File: src/rtl/ccdPipePkg.sv
package ccdPipePkg;
  // strobes handed from the pulse control to the output datapath
  typedef struct packed {
    logic blankNow;    // pre-blank active at this edge
    logic standbyNow;  // standby requested at this edge
  } pipeStrobeT;

  localparam int PULSE_COUNT = 4;
  localparam int IDX_REF   = 0;
  localparam int IDX_DATA  = 1;
  localparam int IDX_DUMMY = 2;
  localparam int IDX_BLACK = 3;
endpackage

File: src/rtl/ccdPulseCtrl.sv
module ccdPulseCtrl
  import ccdPipePkg::*;
(
  input  logic                   clk,
  input  logic                   rstN,
  input  logic [PULSE_COUNT-1:0] rawPulse,
  input  logic [PULSE_COUNT-1:0] polBits,
  input  logic                   rawBlank,
  input  logic                   standby,
  output logic                   refSample,
  output logic                   dataSample,
  output logic                   clampEn,
  output logic                   blackLoopEn,
  output logic                   inputDisconnect,
  output logic                   blackDuringBlank,
  output pipeStrobeT             strobe
);
  logic [PULSE_COUNT-1:0] pulseActive;

  // polarity correction: a pulse is active when its level equals its polarity bit
  genvar gi;
  generate
    for (gi = 0; gi < PULSE_COUNT; gi++) begin : gPol
      assign pulseActive[gi] = (rawPulse[gi] == polBits[gi]);
    end
  endgenerate

  always_comb begin
    strobe.blankNow   = ~rawBlank;
    strobe.standbyNow = standby;
  end

  always_ff @(posedge clk or negedge rstN) begin
    if (!rstN) begin
      refSample        <= 1'b0;
      dataSample       <= 1'b0;
      clampEn          <= 1'b0;
      blackLoopEn      <= 1'b0;
      inputDisconnect  <= 1'b0;
      blackDuringBlank <= 1'b0;
    end else begin
      refSample        <= pulseActive[IDX_REF];
      dataSample       <= pulseActive[IDX_DATA];
      clampEn          <= pulseActive[IDX_DUMMY] & pulseActive[IDX_REF];
      blackLoopEn      <= pulseActive[IDX_BLACK];
      inputDisconnect  <= ~rawBlank;
      blackDuringBlank <= pulseActive[IDX_BLACK] & ~rawBlank;
    end
  end
endmodule

File: src/rtl/ccdOutPipe.sv
module ccdOutPipe
  import ccdPipePkg::*;
#(
  parameter int WIDTH     = 12,
  parameter int SHORT_LAT = 9,
  parameter int LONG_LAT  = 11
) (
  input  logic             clk,
  input  logic             rstN,
  input  pipeStrobeT       strobe,
  input  logic [WIDTH-1:0] convWord,
  output logic [WIDTH-1:0] outWord
);
  // the output register is the last stage, so the chain holds LAT-1 words
  localparam int DEPTH     = LONG_LAT - 1;
  localparam int SHORT_IDX = SHORT_LAT - 2;
  localparam int LONG_IDX  = LONG_LAT - 2;

  logic [WIDTH-1:0] stageWord [DEPTH];
  logic [DEPTH-1:0] stageZero;
  logic             longMode;
  logic [WIDTH-1:0] longTap;
  logic [WIDTH-1:0] nextOut;

  always_ff @(posedge clk or negedge rstN) begin
    if (!rstN) begin
      stageWord[0] <= '0;
      stageZero[0] <= 1'b0;
    end else begin
      stageWord[0] <= convWord;
      stageZero[0] <= strobe.blankNow;
    end
  end

  genvar gs;
  generate
    for (gs = 1; gs < DEPTH; gs++) begin : gStage
      always_ff @(posedge clk or negedge rstN) begin
        if (!rstN) begin
          stageWord[gs] <= '0;
          stageZero[gs] <= 1'b0;
        end else begin
          stageWord[gs] <= stageWord[gs-1];
          stageZero[gs] <= stageZero[gs-1];
        end
      end
    end
  endgenerate

  always_comb begin
    longMode = strobe.blankNow | (|stageZero);
    longTap  = stageZero[LONG_IDX] ? '0 : stageWord[LONG_IDX];
    if (strobe.standbyNow) nextOut = '0;
    else if (longMode)     nextOut = longTap;
    else                   nextOut = stageWord[SHORT_IDX];
  end

  always_ff @(posedge clk or negedge rstN) begin
    if (!rstN) outWord <= '0;
    else       outWord <= nextOut;
  end
endmodule

File: src/rtl/ccdPulsePipe.sv
module ccdPulsePipe
  import ccdPipePkg::*;
#(
  parameter int WIDTH     = 12,
  parameter int SHORT_LAT = 9,
  parameter int LONG_LAT  = 11
) (
  input  logic             clk,
  input  logic             rstN,
  input  logic             rawRef,
  input  logic             rawData,
  input  logic             rawDummy,
  input  logic             rawBlack,
  input  logic             rawBlank,
  input  logic             polRef,
  input  logic             polData,
  input  logic             polDummy,
  input  logic             polBlack,
  input  logic             standby,
  input  logic [WIDTH-1:0] convWord,
  output logic             refSample,
  output logic             dataSample,
  output logic             clampEn,
  output logic             blackLoopEn,
  output logic             inputDisconnect,
  output logic             blackDuringBlank,
  output logic [WIDTH-1:0] outWord
);
  pipeStrobeT strobe;

  ccdPulseCtrl uCtrl (
    .clk              (clk),
    .rstN             (rstN),
    .rawPulse         ({rawBlack, rawDummy, rawData, rawRef}),
    .polBits          ({polBlack, polDummy, polData, polRef}),
    .rawBlank         (rawBlank),
    .standby          (standby),
    .refSample        (refSample),
    .dataSample       (dataSample),
    .clampEn          (clampEn),
    .blackLoopEn      (blackLoopEn),
    .inputDisconnect  (inputDisconnect),
    .blackDuringBlank (blackDuringBlank),
    .strobe           (strobe)
  );

  ccdOutPipe #(
    .WIDTH     (WIDTH),
    .SHORT_LAT (SHORT_LAT),
    .LONG_LAT  (LONG_LAT)
  ) uPipe (
    .clk      (clk),
    .rstN     (rstN),
    .strobe   (strobe),
    .convWord (convWord),
    .outWord  (outWord)
  );
endmodule

File: config.mk
export PLATFORM = sky130hd
export DESIGN_NAME = ccdPulsePipe
export DESIGN_NICKNAME = d
export VERILOG_FILES = /design/src/rtl/ccdPipePkg.sv /design/src/rtl/ccdPulseCtrl.sv /design/src/rtl/ccdOutPipe.sv /design/src/rtl/ccdPulsePipe.sv
export SDC_FILE = /design/constraint.sdc
export NUM_CORES = 1
export LEC_CHECK = 0
export ABC_CLOCK_PERIOD_IN_PS = 2660
export BUFFER_PORTS_ARGS = -buffer_cell sky130_fd_sc_hd__buf_4
export CAP_MARGIN = 0
export CORE_MARGIN = 4
export CORE_UTILIZATION = 60
export CTS_CLUSTER_SIZE = 20
export DETAILED_ROUTE_END_ITERATION = 16
export GPL_TIMING_DRIVEN = 0
export PLACE_DENSITY = 0.81
export REMOVE_ABC_BUFFERS = 1
export SETUP_SLACK_MARGIN = 0.1
export SKIP_CTS_REPAIR_TIMING = 1
export SLEW_MARGIN = 20
export SYNTH_ARGS = -nofsm -noshare
export SYNTH_HDL_FRONTEND = slang
export SYNTH_SLANG_ARGS = --single-unit
File: constraint.sdc
create_clock -name clk -period 2.66 [get_ports clk]
set_input_delay 0.133 -clock clk [delete_from_list [all_inputs] [get_ports clk]]
set_output_delay 0.133 -clock clk [all_outputs]
set_load 0.005 [all_outputs]
; ---- Word-level counts from Yosys, hierarchy flattened
; Index checks and enable logic that the tools add are counted.
[totals]
register_bits = 147
latchBits = 0
ram_bits = 0
mem_bits_ro = 0
inputBits = 24
elab_cells = 38
n_memories = 0
[classes]
addsub = 0
multipliers = 0
div_mod_pow = 0
order_cmp = 0
eq_ne = 4
shift = 0
mux = 3
bitwise_logic = 4
reduce_logical = 1
[op_table]
columns = cell, n
row1 = $mux W12, 3
row2 = $reduce_or A10 Y1, 1
row3 = $eq A1 B1 Y1, 4
row4 = $and A1 B1 Y1, 2
row5 = $not A1 Y1, 1
row6 = $or A1 B1 Y1, 1

; ---- Depth between registers and ports, before layout
[logic_depth]
ltp_word = 4
depth_mapped = 4

; ---- Cells and area by module
; Synthesis repeated with hierarchy kept, for this count alone.
[hier_totals]
cells_unflattened = 200
hier_area_um2 = 4078.9
[modules_own_cells]
columns = module, n_inst, cells_per_inst, area_per_inst_um2
row1 = ccdOutPipe, 1, 186, 3870.0
row2 = ccdPulseCtrl, 1, 14, 209.0

; ---- Worst setup path after synthesis
; OpenSTA, ideal clock, no wires.
[synth_timing]
path_type = register -> register
start = register uPipe.stageZero[7]
end = register uPipe.outWord[10]
setup_ps = 124
arrival_time_ps = 1080
setup_slack_ps = 1456
path_stages_with_launch = 5
n_path_buf = 1
period_less_slack_ps = 1204
path_cell_list = dfrtp_1 > nor4b_4 > nand3_2 > buf_6 > mux2i_1
[synth_between]
elab_chain_cells = 4
[synth_lines]
columns = element, line_no
row1 = start: declaration, ccdOutPipe.sv:20  ; logic [DEPTH-1:0] stageZero;
row2 = start signal: indexed assignment, ccdOutPipe.sv:44  ; stageZero[gs] <= stageZero[gs-1];
row3 = $reduce_or A10 Y1, ccdOutPipe.sv:51  ; longMode = strobe.blankNow | (|stageZero);
row4 = $or A1 B1 Y1, ccdOutPipe.sv:51
row5 = $mux W12, ccdOutPipe.sv:54  ; else if (longMode) nextOut = longTap;
row6 = $mux W12, ccdOutPipe.sv:53  ; if (strobe.standbyNow) nextOut = '0;
row7 = net uPipe.nextOut[10], ccdOutPipe.sv:23  ; logic [WIDTH-1:0] nextOut;
row8 = end signal: assignment, ccdOutPipe.sv:60  ; else outWord <= nextOut;
row9 = end: declaration, ccdOutPipe.sv:12  ; output logic [WIDTH-1:0] outWord
; The timed path passes the listed nets, and every way through them passes these cells.

; ---- Worst setup path in the final report
[layout_timing]
start = register uPipe.stageZero[6]
end = register uPipe.outWord[10]
; Same word-level chain as after synthesis.

==> impl_results.md <==
* Initial DRT Pass Iterations at 4
* CP Class: register to register
* Clk_lat worst skew at 510 ps
* Die Area at 0.00813 sq mm
* Most common cell after layout, fill and taps aside: dfrtp_1
* Net Sw Frac at 19.6%
* Actual slew at the worst max-slew pin at 827 ps
* Area Overhead vs Synth at 30.8%
* Placer Congestion at 0.686
* Antenna-violating nets left at 0
* Die Y at 90.1 um
* Max-slew violations at 0
* Status: complete, but fails checks
* Worst Hold Class: input port to register
* Hold Fails Final Rpt at 2
* Non-Filler Instances at 367
* Clk pin slew, worst setup/hold paths at 60 ps
* Sw Pwr at 0.975 mW
* Mean Syn Cell Area at 20.4 sq um
* Overall Global Routing Usage at 17.5%
* Avg WL per Cell at 19.1 um
* Largest net degree at the start of global routing at 94
* Row count at 29
* CTS root buf: clkbuf_8
* Fillers at 282
* Number of buffers created by CTS at 17
* Min Tclk post-route at 1610 ps
* Mapped cell area at 0.00405 sq mm
* DP HPWL at 2990 um
* Max_slew headroom at 44.7%
* Post-route setup TNS at 0 ps
* DRT iter0 DRCs at 77
* P_leak at 2.54 nW
* Clock power frac at 48.4%
* Comb pwr share at 3.4%
* Crit path DAT at 2020 ps
* Int Power at 4.00 mW
* Most frequent cells in the layout: 147 x dfrtp_1, 40 x buf_4, 22 x dlygate4sd3_1
* Failing checks: negative hold slack
* Core area at 0.00646 sq mm
* First-pass GRT wire length at 10,200 um
* Boundary pin count at 42
* Post-synth top area share at 90.9%
* Die X at 90.1 um
* Gr ovfl total at 0
* Finish-stage setup viols at 0
* CTS tree: done
* Layout cells sized above 1 at 25.9%
* Number of global-route vias before repair at 1,985
* Cell taking the most area after synthesis: dfrtp_1
* Clock Skews at 7.66 ps
* Reg power frac at 48.2%
* Clock Sinks at 147
* Initial Utilization at 62.7%
* Final Cycle Share at 60.6%
* Via density at 4.92
* Synth cell types at 14
* WP data required at 3060 ps
* Yosys reg bits at 147
* Ant diodes at 0
* Dpl cells at 314
* Post-synthesis cell count at 198
* DRC Markers at 0
* Htree depth at 4
* Number of max-cap violations at 0
* Power Total at 4.97 mW
* Fin nets at 302
* Final wirelength at 7020 um
* Crit start category: register
* Synth area leaders: dfrtp_1 91%, mux2i_1 3.0%, nand2b_1 1.9%
* Maximum root-to-sink buffer count at 2
* Hold WS at -4.99 ps
* Yosys warning count at 0
* Vias at 1,805
* Register area share after synthesis at 90.9%
* Port bufs at 41
* Max Freq at 621 MHz
* Unrepaired setup endpoints after global routing: false
* CP max FO at 12
* Pwr dens at 940 mW/mm^2
* Peak VDD IR at 0.839 mV
* Initial antenna violation count at 0
* Crit. End Element: register
-- flip-flops by register name, summed over array words and instances (netlist names) --
signal and count:
uCtrl.blackDuringBlank 1, uCtrl.blackLoopEn 1, uCtrl.clampEn 1, uCtrl.dataSample 1
uCtrl.refSample 1, uPipe.outWord 12, uPipe.stageWord 120, uPipe.stageZero 10
-- worst paths after layout --
check | from | to | slack, ps | cells after the start
max reg2reg | uPipe.stageZero[6] | uPipe.outWord[10] | 1050 | 3
max | uPipe.stageZero[6] | uPipe.outWord[10] | 1050 | 3
min reg2reg | uPipe.stageWord[55] | uPipe.stageWord[43] | 340 | 0
max in group asynchronous | rstN | uPipe.stageWord[50] | 1790 | 3
min in group asynchronous | rstN | uCtrl.blackDuringBlank | 130 | 2
min | standby | uPipe.outWord[3] | -5 | 3
-- layer usage --
metal  GRT usage [%]  part of all wire, %  up-vias  wire length, um
met5               0                    0        -                0
met4            5.10                  1.3        0               94
met3            9.10                  4.6       11              324
met2            29.9                   57       57             4010
met1            19.1                   37      949             2590
li1                -                    -      788                -
-- final cells by class --
cell class / count / area (sq um) / area share (%)
Clock buffer: 21 / 449 / 8.48
Clock inverter: 10 / 156 / 2.95
Inverter: 1 / 3.75 / 0.0709
Multi-Input combinational cell: 47 / 348 / 6.57
Sequential cell: 147 / 3680 / 69.5
Tap cell: 77 / 96.3 / 1.82
Timing Repair Buffer: 64 / 563 / 10.6
-- kinds of logic after synthesis --
logic type | Yosys count | share of synthesized area, %
multiplexers | 12 | 2.97
AND/OR/NAND/NOR | 31 | 4.76
XOR/XNOR | 4 | 0.865
flip-flops | 147 | 90.9
buffers and inverters | 4 | 0.556
-- power groups by stage --
stage | logic (mW) | registers (mW) | clock network (mW)
6_report | 0.167 | 2.40 | 2.41
5_1_grt | 0.186 | 2.41 | 2.58
4_1_cts | 0.136 | 2.40 | 2.45
3_5_place_dp | 0.133 | 2.43 | 0
3_3_place_gp | 0.120 | 2.42 | 0
2_1_floorplan | 0.0250 | 2.42 | 0
-- cells in the mapped netlist --
master / n
clkbuf_1: 2
xnor2_1: 4
and2_1: 2
inv_1: 1
nor2_1: 1
nand2b_1: 12
nor4_2: 1
dfrtp_1: 147
nor4b_4: 1
buf_6: 1
nand3_2: 1
nand2_1: 12
mux2i_1: 12
nor3_2: 1
-- through the flow --
step	area (sq um)	hold slack, ps	util (%)	setup slack (ps)
after floorplan	4030	-163	-	1370
after global placement	4430	242	68.7	1010
after detailed placement	4470	65.1	69.2	1180
after CTS	5070	-481	78.6	1070
after global routing	5300	6.42	82.0	972
final	5300	-4.99	82.0	1050
-- worst max-delay path, cell delays in order, from the launching register on --
cell and delay (ps):
dfrtp_1 420, nor4b_4 320, nand3_2 430, mux2i_1 350
Note: power is estimated with default switching activity, not from simulation.
